$ cat src/rtl/amc_pkg.sv
package amc_pkg;
  localparam int SET_W = 4;
  localparam int HLD_W = 4;
  localparam int DAT_W = 8;
  localparam int TIM_W = SET_W + HLD_W + DAT_W;

  typedef struct packed {
    logic [DAT_W-1:0] data;
    logic [HLD_W-1:0] hold;
    logic [SET_W-1:0] setup;
  } tim_t;

  typedef struct packed {
    logic wait_reg;
    logic wait_hi;
    logic wait_en;
    logic ext_mode;
    logic wr_allow;
    logic wide;
    logic enable;
  } ctrl_t;

  localparam int CTRL_W = $bits(ctrl_t);

  localparam logic [1:0] SEL_CTRL = 2'd0;
  localparam logic [1:0] SEL_RD   = 2'd1;
  localparam logic [1:0] SEL_WR   = 2'd2;

  localparam ctrl_t CTRL_RST = '{wait_reg: 1'b0, wait_hi: 1'b0, wait_en: 1'b0,
                                 ext_mode: 1'b0, wr_allow: 1'b1, wide: 1'b1,
                                 enable: 1'b0};
  localparam tim_t TIM_RST = '{data: DAT_W'(5), hold: HLD_W'(0), setup: SET_W'(2)};

  typedef enum logic [2:0] {
    PH_IDLE, PH_SETUP, PH_HOLD, PH_DATA, PH_RESP
  } phase_e;
endpackage

$ cat src/rtl/amc_bank_cfg.sv
module amc_bank_cfg
  import amc_pkg::*;
(
  input  logic             clk,
  input  logic             rst_n,
  input  logic             wr_en,
  input  logic [1:0]       sel,
  input  logic [TIM_W-1:0] wdata,
  output ctrl_t            ctrl,
  output tim_t             rd_tim,
  output tim_t             wr_tim
);
  logic unused_hi;
  assign unused_hi = ^wdata[TIM_W-1:CTRL_W];

  always_ff @(posedge clk or negedge rst_n) begin
    if (!rst_n) begin
      ctrl   <= CTRL_RST;
      rd_tim <= TIM_RST;
      wr_tim <= TIM_RST;
    end else if (wr_en) begin
      case (sel)
        SEL_CTRL: ctrl   <= ctrl_t'(wdata[CTRL_W-1:0]);
        SEL_RD:   rd_tim <= tim_t'(wdata);
        SEL_WR:   wr_tim <= tim_t'(wdata);
        default:  ;
      endcase
    end
  end
endmodule

$ cat src/rtl/amc_lane_map.sv
module amc_lane_map #(
  parameter int ADDR_W = 20,
  parameter int DQ_W   = 16
) (
  input  logic              req_wide,
  input  logic [ADDR_W-1:0] req_addr,
  input  logic [DQ_W-1:0]   req_wdata,
  input  logic              cap_wide,
  input  logic [DQ_W-1:0]   dq_in,
  output logic [ADDR_W-1:0] ext_addr,
  output logic [DQ_W-1:0]   lane_wdata,
  output logic [DQ_W-1:0]   lane_rdata
);
  localparam int HALF = DQ_W / 2;

  always_comb begin
    if (req_wide) begin
      ext_addr   = req_addr >> 1;
      lane_wdata = req_wdata;
    end else begin
      ext_addr   = req_addr;
      lane_wdata = {{(DQ_W-HALF){1'b0}}, req_wdata[HALF-1:0]};
    end
    lane_rdata = cap_wide ? dq_in : {{(DQ_W-HALF){1'b0}}, dq_in[HALF-1:0]};
  end
endmodule

$ cat src/rtl/amc_phase_fsm.sv
module amc_phase_fsm
  import amc_pkg::*;
#(
  parameter int BANKS  = 4,
  parameter int ADDR_W = 20,
  parameter int DQ_W   = 16,
  localparam int BANK_W = (BANKS > 1) ? $clog2(BANKS) : 1
) (
  input  logic              clk,
  input  logic              rst_n,
  input  logic              req_valid,
  output logic              req_ready,
  input  logic              req_write,
  input  logic [BANK_W-1:0] req_bank,
  input  logic [ADDR_W-1:0] ext_addr,
  input  logic [DQ_W-1:0]   lane_wdata,
  input  ctrl_t             sel_ctrl,
  input  tim_t              sel_rd,
  input  tim_t              sel_wr,
  output logic              rsp_valid,
  input  logic              rsp_ready,
  output logic [DQ_W-1:0]   rsp_rdata,
  output logic              rsp_err,
  output logic              cap_wide,
  input  logic [DQ_W-1:0]   lane_rdata,
  output logic [BANKS-1:0]  mem_ce_n,
  output logic [ADDR_W-1:0] mem_addr,
  output logic              mem_oe_n,
  output logic              mem_we_n,
  output logic [DQ_W-1:0]   mem_dq_o,
  output logic              mem_dq_oe,
  input  logic              mem_wait
);
  phase_e             st;
  logic [BANK_W-1:0]  bank_q;
  logic               wr_q, wide_q, err_q;
  logic [ADDR_W-1:0]  addr_q;
  logic [DQ_W-1:0]    wdat_q, rdat_q;
  logic [HLD_W-1:0]   hold_q;
  logic [DAT_W-1:0]   data_q, cnt;
  logic               wen_q, whi_q, wreg_q, wait_ff;

  tim_t               tim_pick;
  logic               deny, wait_raw, stall, busy;
  logic [SET_W-1:0]   set_eff;
  logic [DAT_W-1:0]   dat_eff;

  always_comb begin
    tim_pick = (req_write && sel_ctrl.ext_mode) ? sel_wr : sel_rd;
    deny     = !sel_ctrl.enable || (req_write && !sel_ctrl.wr_allow);
    set_eff  = (tim_pick.setup == '0) ? SET_W'(1) : tim_pick.setup;
    dat_eff  = (tim_pick.data == '0) ? DAT_W'(1) : tim_pick.data;
    wait_raw = wreg_q ? wait_ff : mem_wait;
    stall    = wen_q && (wait_raw == whi_q);
    busy     = (st == PH_SETUP) || (st == PH_HOLD) || (st == PH_DATA);
  end

  always_ff @(posedge clk or negedge rst_n) begin
    if (!rst_n) begin
      st      <= PH_IDLE;
      bank_q  <= '0;
      wr_q    <= 1'b0;
      wide_q  <= 1'b0;
      err_q   <= 1'b0;
      addr_q  <= '0;
      wdat_q  <= '0;
      rdat_q  <= '0;
      hold_q  <= '0;
      data_q  <= '0;
      cnt     <= '0;
      wen_q   <= 1'b0;
      whi_q   <= 1'b0;
      wreg_q  <= 1'b0;
      wait_ff <= 1'b0;
    end else begin
      wait_ff <= mem_wait;
      case (st)
        PH_IDLE: begin
          if (req_valid) begin
            bank_q <= req_bank;
            wr_q   <= req_write;
            wide_q <= sel_ctrl.wide;
            addr_q <= ext_addr;
            wdat_q <= lane_wdata;
            rdat_q <= '0;
            hold_q <= tim_pick.hold;
            data_q <= dat_eff;
            wen_q  <= sel_ctrl.wait_en;
            whi_q  <= sel_ctrl.wait_hi;
            wreg_q <= sel_ctrl.wait_reg;
            cnt    <= DAT_W'(set_eff) - DAT_W'(1);
            err_q  <= deny;
            st     <= deny ? PH_RESP : PH_SETUP;
          end
        end
        PH_SETUP: begin
          if (cnt == '0) begin
            if (hold_q == '0) begin
              cnt <= data_q - DAT_W'(1);
              st  <= PH_DATA;
            end else begin
              cnt <= DAT_W'(hold_q) - DAT_W'(1);
              st  <= PH_HOLD;
            end
          end else begin
            cnt <= cnt - DAT_W'(1);
          end
        end
        PH_HOLD: begin
          if (cnt == '0) begin
            cnt <= data_q - DAT_W'(1);
            st  <= PH_DATA;
          end else begin
            cnt <= cnt - DAT_W'(1);
          end
        end
        PH_DATA: begin
          if (cnt != '0) begin
            cnt <= cnt - DAT_W'(1);
          end else if (!stall) begin
            if (!wr_q) rdat_q <= lane_rdata;
            st <= PH_RESP;
          end
        end
        PH_RESP: if (rsp_ready) st <= PH_IDLE;
        default: st <= PH_IDLE;
      endcase
    end
  end

  assign req_ready = (st == PH_IDLE);
  assign rsp_valid = (st == PH_RESP);
  assign rsp_rdata = rdat_q;
  assign rsp_err   = err_q;
  assign cap_wide  = wide_q;
  assign mem_ce_n  = busy ? ~(BANKS'(1) << bank_q) : '1;
  assign mem_oe_n  = !((st == PH_DATA) && !wr_q);
  assign mem_we_n  = !((st == PH_DATA) && wr_q);
  assign mem_dq_oe = busy && wr_q;
  assign mem_dq_o  = wdat_q;
  assign mem_addr  = addr_q;
endmodule

$ cat src/rtl/async_mem_ctrl.sv
module async_mem_ctrl
  import amc_pkg::*;
#(
  parameter int BANKS  = 4,
  parameter int ADDR_W = 20,
  parameter int DQ_W   = 16,
  localparam int BANK_W = (BANKS > 1) ? $clog2(BANKS) : 1
) (
  input  logic              clk,
  input  logic              rst_n,
  input  logic              cfg_we,
  input  logic [BANK_W-1:0] cfg_bank,
  input  logic [1:0]        cfg_sel,
  input  logic [TIM_W-1:0]  cfg_wdata,
  input  logic              req_valid,
  output logic              req_ready,
  input  logic              req_write,
  input  logic [BANK_W-1:0] req_bank,
  input  logic [ADDR_W-1:0] req_addr,
  input  logic [DQ_W-1:0]   req_wdata,
  output logic              rsp_valid,
  input  logic              rsp_ready,
  output logic [DQ_W-1:0]   rsp_rdata,
  output logic              rsp_err,
  output logic [BANKS-1:0]  mem_ce_n,
  output logic [ADDR_W-1:0] mem_addr,
  output logic              mem_oe_n,
  output logic              mem_we_n,
  output logic [DQ_W-1:0]   mem_dq_o,
  output logic              mem_dq_oe,
  input  logic [DQ_W-1:0]   mem_dq_i,
  input  logic              mem_wait
);
  ctrl_t ctrl_a [BANKS];
  tim_t  rd_a   [BANKS];
  tim_t  wr_a   [BANKS];

  for (genvar b = 0; b < BANKS; b++) begin : g_bank
    amc_bank_cfg u_cfg (
      .clk    (clk),
      .rst_n  (rst_n),
      .wr_en  (cfg_we && (cfg_bank == BANK_W'(b))),
      .sel    (cfg_sel),
      .wdata  (cfg_wdata),
      .ctrl   (ctrl_a[b]),
      .rd_tim (rd_a[b]),
      .wr_tim (wr_a[b])
    );
  end

  ctrl_t             sel_ctrl;
  tim_t              sel_rd, sel_wr;
  logic [ADDR_W-1:0] ext_addr;
  logic [DQ_W-1:0]   lane_wdata, lane_rdata;
  logic              cap_wide;

  assign sel_ctrl = ctrl_a[req_bank];
  assign sel_rd   = rd_a[req_bank];
  assign sel_wr   = wr_a[req_bank];

  amc_lane_map #(.ADDR_W(ADDR_W), .DQ_W(DQ_W)) u_lane (
    .req_wide   (sel_ctrl.wide),
    .req_addr   (req_addr),
    .req_wdata  (req_wdata),
    .cap_wide   (cap_wide),
    .dq_in      (mem_dq_i),
    .ext_addr   (ext_addr),
    .lane_wdata (lane_wdata),
    .lane_rdata (lane_rdata)
  );

  amc_phase_fsm #(.BANKS(BANKS), .ADDR_W(ADDR_W), .DQ_W(DQ_W)) u_fsm (
    .clk        (clk),
    .rst_n      (rst_n),
    .req_valid  (req_valid),
    .req_ready  (req_ready),
    .req_write  (req_write),
    .req_bank   (req_bank),
    .ext_addr   (ext_addr),
    .lane_wdata (lane_wdata),
    .sel_ctrl   (sel_ctrl),
    .sel_rd     (sel_rd),
    .sel_wr     (sel_wr),
    .rsp_valid  (rsp_valid),
    .rsp_ready  (rsp_ready),
    .rsp_rdata  (rsp_rdata),
    .rsp_err    (rsp_err),
    .cap_wide   (cap_wide),
    .lane_rdata (lane_rdata),
    .mem_ce_n   (mem_ce_n),
    .mem_addr   (mem_addr),
    .mem_oe_n   (mem_oe_n),
    .mem_we_n   (mem_we_n),
    .mem_dq_o   (mem_dq_o),
    .mem_dq_oe  (mem_dq_oe),
    .mem_wait   (mem_wait)
  );
endmodule

$ cat config.mk
export PLATFORM = sky130hd
export DESIGN_NAME = async_mem_ctrl
export DESIGN_NICKNAME = d
export VERILOG_FILES = /design/src/rtl/amc_pkg.sv /design/src/rtl/amc_bank_cfg.sv /design/src/rtl/amc_lane_map.sv /design/src/rtl/amc_phase_fsm.sv /design/src/rtl/async_mem_ctrl.sv
export SDC_FILE = /design/constraint.sdc
export NUM_CORES = 1
export LEC_CHECK = 0
export BUFFER_PORTS_ARGS = -buffer_cell sky130_fd_sc_hd__buf_2
export CAP_MARGIN = 20
export CELL_PAD_IN_SITES_DETAIL_PLACEMENT = 1
export CELL_PAD_IN_SITES_GLOBAL_PLACEMENT = 2
export CORE_ASPECT_RATIO = 1.25
export CORE_MARGIN = 1.5
export CORE_UTILIZATION = 39
export DETAILED_ROUTE_END_ITERATION = 8
export PLACE_DENSITY = 0.82
export SYNTH_ARGS = -nofsm -noshare
export SYNTH_HDL_FRONTEND = slang
export SYNTH_SLANG_ARGS = --single-unit
$ cat constraint.sdc
create_clock -name clk -period 3.1 [get_ports clk]
set_input_delay 0.155 -clock clk [delete_from_list [all_inputs] [get_ports clk]]
set_output_delay 0.155 -clock clk [all_outputs]
set_load 0.02 [all_outputs]
Word-level counts from Yosys, hierarchy flattened
Cells that the tools add are included.
{"block": "op_classes", "add_sub_neg": 4, "n_lt_le_gt_ge": 1, "n_eq_ne": 18, "shifts": 1, "n_mux": 37, "bitwise": 2, "n_reduce_logical": 44}
{"cell": "16-bit two-way mux", "count": 11}
{"cell": "16-bit binary-select mux with 2-bit select", "count": 2}
{"cell": "8-bit two-way mux", "count": 6}
{"cell": "16-bit case mux with 2 select lines", "count": 1}
{"cell": "8-bit case mux with 4 select lines", "count": 1}
{"cell": "2-bit AND reduction", "count": 13}
{"cell": "3-bit two-way mux", "count": 7}
{"cell": "20-bit two-way mux", "count": 1}
{"cell": "8-bit zero test", "count": 2}
{"cell": "8-bit by 1-bit subtractor with 8-bit output (second input constant)", "count": 2}
{"cell": "3-bit case mux with 5 select lines", "count": 1}
{"cell": "7-bit binary-select mux with 2-bit select", "count": 1}
{"cell": "7-bit two-way mux", "count": 2}
{"cell": "2-bit inequality test (second input constant)", "count": 7}
{"cell": "1-bit logical AND", "count": 10}
{"cell": "4-bit by 1-bit subtractor with 5-bit output (second input constant)", "count": 2}
{"cell": "4-bit zero test", "count": 2}
{"cell": "4-bit two-way mux", "count": 2}
{"cell": "8-bit nonzero test", "count": 1}
{"cell": "2-bit equality test (second input constant)", "count": 3}
{"cell": "3-bit by 2-bit equality test with 1-bit output (second input constant)", "count": 2}
{"cell": "6-bit AND reduction", "count": 1}
{"cell": "1-bit zero test", "count": 5}
{"cell": "5-bit AND reduction", "count": 1}
{"cell": "16 further kinds", "count": 21}
{"block": "word_totals", "reg_bits": 240, "in_bits": 81, "out_inout_bits": 62}

Depth between registers and ports, before layout
{"block": "logic_depth", "word_depth": 11, "mapped_depth": 12, "mapped_depth_nobuf": 9}

By module
Synthesis repeated with hierarchy kept, for this count alone.
{"block": "hier_totals", "hier_cells": 918, "hier_area_um2": 11738.8}
{"module": "amc_bank_cfg", "instances": 4, "cells_each": 83, "area_per_inst_um2": 1506.4, "seq_area_each_um2": 985.9}
{"module": "amc_phase_fsm", "instances": 1, "cells_each": 480, "area_per_inst_um2": 4224.1, "seq_area_each_um2": 2102.0}
{"module": "async_mem_ctrl", "instances": 1, "cells_each": 51, "area_per_inst_um2": 964.7, "seq_area_each_um2": 0.0}
{"module": "amc_lane_map", "instances": 1, "cells_each": 55, "area_per_inst_um2": 524.3, "seq_area_each_um2": 0.0}

Worst setup path before layout
Ideal clock, no wire load.
{"block": "synth_timing", "path_type": "register -> register", "start": "register u_fsm.cnt[0]", "end": "register u_fsm.st[0]", "setup_ps": 135, "arrival_time_ps": 2184, "path_slack_ps": 780, "path_stages_with_launch": 10, "n_path_buf": 1, "synth_period_minus_slack_ps": 2320, "path_cell_list": "dfrtp_1 -> inv_1 -> ha_1 -> or4b_4 -> or4_4 -> buf_6 -> a21boi_2 -> o221ai_2 -> o21ai_0 -> o41ai_2"}
{"block": "synth_via", "elab_chain_cells": 3, "elab_cells_between_ends": 6, "cone_classes": "eq/ne: 3; reduce/logical: 3"}
{"item": "start: declaration", "line": "amc_phase_fsm.sv:40", "source": "logic [DAT_W-1:0] data_q, cnt;"}
{"item": "start signal: assignment", "line": "amc_phase_fsm.sv:91", "source": "cnt <= DAT_W'(set_eff) - DAT_W'(1);"}
{"item": "start signal: assignment", "line": "amc_phase_fsm.sv:99", "source": "cnt <= data_q - DAT_W'(1);"}
{"item": "start signal: assignment", "line": "amc_phase_fsm.sv:102", "source": "cnt <= DAT_W'(hold_q) - DAT_W'(1);"}
{"item": "8-bit zero test or 8-bit nonzero test (tied branches)", "line": "amc_phase_fsm.sv:97, amc_phase_fsm.sv:110, amc_phase_fsm.sv:118"}
{"item": "2-bit inequality test (no source line)"}
{"item": "6-bit AND reduction (no source line) *"}
{"item": "end signal: assignment", "line": "amc_phase_fsm.sv:93", "source": "st <= deny ? PH_RESP : PH_SETUP;"}
{"item": "end: declaration", "line": "amc_phase_fsm.sv:34", "source": "phase_e st;"}
Mark *: on every way between the ends. The rest lies on a longest branch, timed or not.
A chain may end at the register's enable or synchronous reset.

Worst setup path in the final report
{"block": "layout_timing", "start": "register u_fsm.cnt[0]", "end": "register u_fsm.cnt[6]"}
{"block": "layout_via", "elab_chain_cells": 3, "elab_cells_between_ends": 9, "cone_classes": "add/sub: 1; eq/ne: 1; mux: 4; reduce/logical: 3"}
{"item": "8-bit by 1-bit subtractor with 8-bit output (tied with other cells)", "line": "amc_phase_fsm.sv:106, amc_phase_fsm.sv:114, amc_phase_fsm.sv:119"}
{"item": "8-bit two-way mux (tied with other cells)", "line": "amc_phase_fsm.sv:118", "source": "if (cnt != '0) begin"}
{"item": "8-bit case mux with 4 select lines or 3-bit AND reduction (tied branches)"}
Parallel ways exist; a longest one is shown, timed or not. The select of a mux whose other input is x is not followed.

==> key figures <==
Setup path
  – Startpoint types: flip-flop
  – Critical path fanouts, max: 12
  – R2R cell count: 8
  – Critical Path End Type: flip-flop
  – CP Class: reg2reg
  – Slowest CP cell: or4_4
  – Arr. time, crit path: 3.13 ns
  – Worst endpoint required time: 3.50 ns
  – Worst path cell trace: inv_1, ha_1, or4b_4, or4_4, a21oi_1, o21ai_0, a21oi_1, o21ai_0
  – Slowest stage delay, CP: 0.55 ns

Global route
  – Maximum number of pins on one net before global-route repair: 88
  – Global route overflow: 0
  – Total track usage: 19.65%
  – Initial antenna violation count: 2
  – Vias in the first global route: ~8700
  – First-pass GRT wire length: 46720 microns

Pwr
  – Flop pwr share: about 42%
  – Net Sw Power: 3657 uW
  – Sw frac: 33.23%
  – Max VDD drop: roughly 450 uV
  – PwrDens: around 800 nW/um^2
  – Clock power frac: 27.4%
  – Leakage Power: roughly 0.0062 uW
  – Combinational power share: a little under a third
  – P_int: 7349 uW

Floorplanning
  – Die width: 154.9 microns
  – Die Y: 192.9 microns
  – Core area: 28400 sq um
  – I/O pin total: between 100 and 150
  – DIE AREA: 29880 sq um
  – FP Rows: 69
  – Starting Density: 39.60%

Yosys
  – Synth Cell Area: 11250 sq um
  – Sequential-to-total area share from yosys stat: 53.75%
  – Main combinational cell family by area after synthesis: multiplexers
  – Post-synth EDFFs: 0
  – Adder-cell share of the synthesized area: less than 1%
  – Post-synthesis mux area share: 25.43%
  – Fraction of registers with async set or reset after synthesis: 100.0%
  – YS warnings: 0
  – Compound-Gate Fraction of Synth Area: 6.496%
  – Top_reg_cell synth: dfrtp_1
  – Synth Register Bits: 240
  – Synth cell types: 57
  – Synth Area in XOR/XNOR: less than 1%
  – Simple-gate area share of the yosys netlist: 10.31%
  – Syn_nets: 1008
  – Syn Inst Count: 921
  – Synthesized area per cell: 12.21 sq um

Route
  – Vias per cell: 5.328
  – First-pass DRT Iterations: 4
  – Total wire length: 29240 microns
  – Max layer used: met4
  – Met1 Wirelength: approximately 13000 microns
  – Metal3 WL: around 1100 microns
  – Via Count: 8034
  – Met2 wire len: 14590 microns
  – WL per Instance: a little under 20 microns
  – Final ANT Viol Nets: 0
  – 1st-iter DRT viols: 353
  – DRC Markers: 0

STA
  – Setup TNS: 0 ns
  – RSZ-0062 raised after global routing: false
  – Slew @ Worst Pin: between 1 and 1.5 ns
  – Final Hold Vio Count: 0
  – Hold_ws: around 0.035 ns
  – Setup violators final: 0
  – Crit path time final: 2.728 ns
  – Post-route setup slack: 0.3718 ns
  – Final Max Tran Viols: 0
  – Period utilisation layout: about nine tenths
  – Slew margin rel.: 30.58%
  – Clk_skew: 0.02919 ns
  – Max Freq: 0.3665 GHz

Cells and area
  – Final nets: roughly 1200
  – Fillers: 3000
  – Layout cells sized above 1: 37.88%
  – Footprint of the multi-input gates: 4922 sq um
  – Register Area: 6046 sq um
  – Area growth syn-to-layout: 23.96%
  – Finished layout cell area: 13940 sq um

CTS
  – CTS Sinks: 240
  – H-tree depth: 1
  – CTS buffer count: 26
  – Setup Fix Bufs, Post-CTS: 0
  – CTS tree: done
  – CTS clk-pin slew, worst paths: roughly 0.06 ns
  – Root Driver: clkbuf_16
  – Clk Latency, worst-skew pair: 0.54 ns
  – Clk buf depth: 3

Hold path
  – Hold Path Stages: 2
  – Hold WC Path Type: in2reg

Run status
  – Status: finished clean

Placement
  – Cell Area, Placed: between 10000 and 15000 sq um
  – Post-DP HPWL: ~19000 microns
  – Port bufs: 142
  – Placer congestion estimate: a little over 0.8
  – Worst slack at placement: ~0.24 ns

Job
  – Maxcap violations: 0
per-stage QoR:
step           util (%)  std cells  power (uW)
3_5_place_dp      43.56       1385        7925
2_1_floorplan         -        921        6847
5_1_grt           49.08       1507       11670
3_3_place_gp      43.56       1385        7790
4_1_cts           49.02       1505       11110
6_report          49.09       1508       11010
cells in the mapped netlist, types with 12 or more instances:
cell type  number  area (sq um)
dfrtp_1       208          5205
mux2_2        156          1757
nand2_1       150         563.0
o21ai_0        62         310.3
clkbuf_1       39         146.4
mux2i_1        36         360.4
mux4_2         33         743.2
dfstp_2        32         840.8
nor2_1         25         93.84
nand3_1        19         95.09
a21oi_1        15         75.07
nor3_1         12         60.06
power groups by stage:
stage                     registers [uW]  logic [uW]  clock network [uW]
after floorplan                     4750        2090                   0
after global placement              4640        3150                   0
after detailed placement            4690        3230                   0
after CTS                           4650        3350                3110
after global routing                4770        3680                3220
final                               4640        3350                3020
worst max-delay path: cells and delay by family, from the launching register on:
kind / cells / cell delay (ns)
and+or+nand+nor: 2 / 1.01
AOI/OAI and AO/OA: 4 / 0.91
DFF: 1 / 0.42
adders and majority gates: 1 / 0.14
buffers and inverters: 1 / 0.10
cells in the final DEF, fill, tap and decap left out, types with 4 or more instances in the layout:
cell type / Yosys / final
dlygate4sd3_1: 0 / 72
mux2_2: 156 / 156
o21ai_0: 62 / 62
a31oi_1: 4 / 4
a21oi_1: 15 / 15
nand2b_1: 10 / 10
ha_1: 6 / 6
inv_1: 9 / 9
nand2_1: 150 / 149
dfrtp_1: 208 / 208
mux2i_1: 36 / 36
xor2_1: 5 / 5
buf_4: 3 / 22
nor3_1: 12 / 12
or3_1: 10 / 10
mux4_2: 33 / 33
nand3b_1: 5 / 5
nor2_1: 25 / 25
nor4_1: 4 / 4
nor2b_1: 5 / 5
clkbuf_1: 39 / 14
buf_2: 11 / 141
xnor2_1: 5 / 5
dfstp_2: 32 / 32
nand3_1: 19 / 19
clkbuf_16: 0 / 26
per-layer routing:
metal	track usage, %	up-vias
met2	34.70	167
li1	-	3706
met1	25.54	4124
met5	0	-
met4	4.734	0
met3	2.672	37
registers in the layout, indices dropped and copies added, names as in the netlist:
name and count:
u_fsm.st 3, u_fsm.data_q 8, g_bank.u_cfg.wr_tim 64, u_fsm.wait_ff 1
u_fsm.bank_q 2, u_fsm.rsp_err 1, u_fsm.cnt 8, u_fsm.wr_q 1
u_fsm.mem_dq_o 16, g_bank.u_cfg.ctrl 28, u_fsm.wreg_q 1, u_fsm.mem_addr 20
u_fsm.rsp_rdata 16, u_fsm.whi_q 1, u_fsm.hold_q 4, u_fsm.wen_q 1
g_bank.u_cfg.rd_tim 64, u_fsm.cap_wide 1
cell type report:
cell class              instances  share of cell area, %
inverters                       9                 0.2423
diodes                          2                0.03589
multi-input cells             615                  35.30
clock inverters                 5                 0.6192
clock buffers                  43                  5.339
well taps                     355                  3.186
flip-flops and latches        240                  43.36
repair buffers                239                  11.92
repair_timing:
item | in CTS | in global routing
setup endpoints to repair | 0 | 0
resized for setup | 0 | 0
hold buffers | 72 | 0
endpoints found under the hold margin | 196 | 0
final timing paths:
kind | end | slack [ns] | startpoint
worst max-delay path | u_fsm.cnt[6] | 0.37 | u_fsm.cnt[0]
worst min-delay path | g_bank[0].u_cfg.ctrl[4] | 0.04 | cfg_wdata[4]
worst max register to register | u_fsm.cnt[6] | 0.37 | u_fsm.cnt[0]
worst min register to register | u_fsm.mem_dq_o[14] | 0.47 | u_fsm.mem_dq_o[14]
max in group asynchronous | g_bank[0].u_cfg.rd_tim[1] | 1.90 | rst_n
min in group asynchronous | u_fsm.rsp_rdata[1] | 0.22 | rst_n
cell families (layout without fill, tap and decap cells):
kind of cell,Yosys count,count (layout)
simple gates,257,257
flops,240,240
mux,225,225
compound gates,117,117
buf+inv,66,296
xor+xnor,10,10
fa+ha+maj,6,6
other cells,0,2
Note: power is estimated with default switching activity, not from simulation.
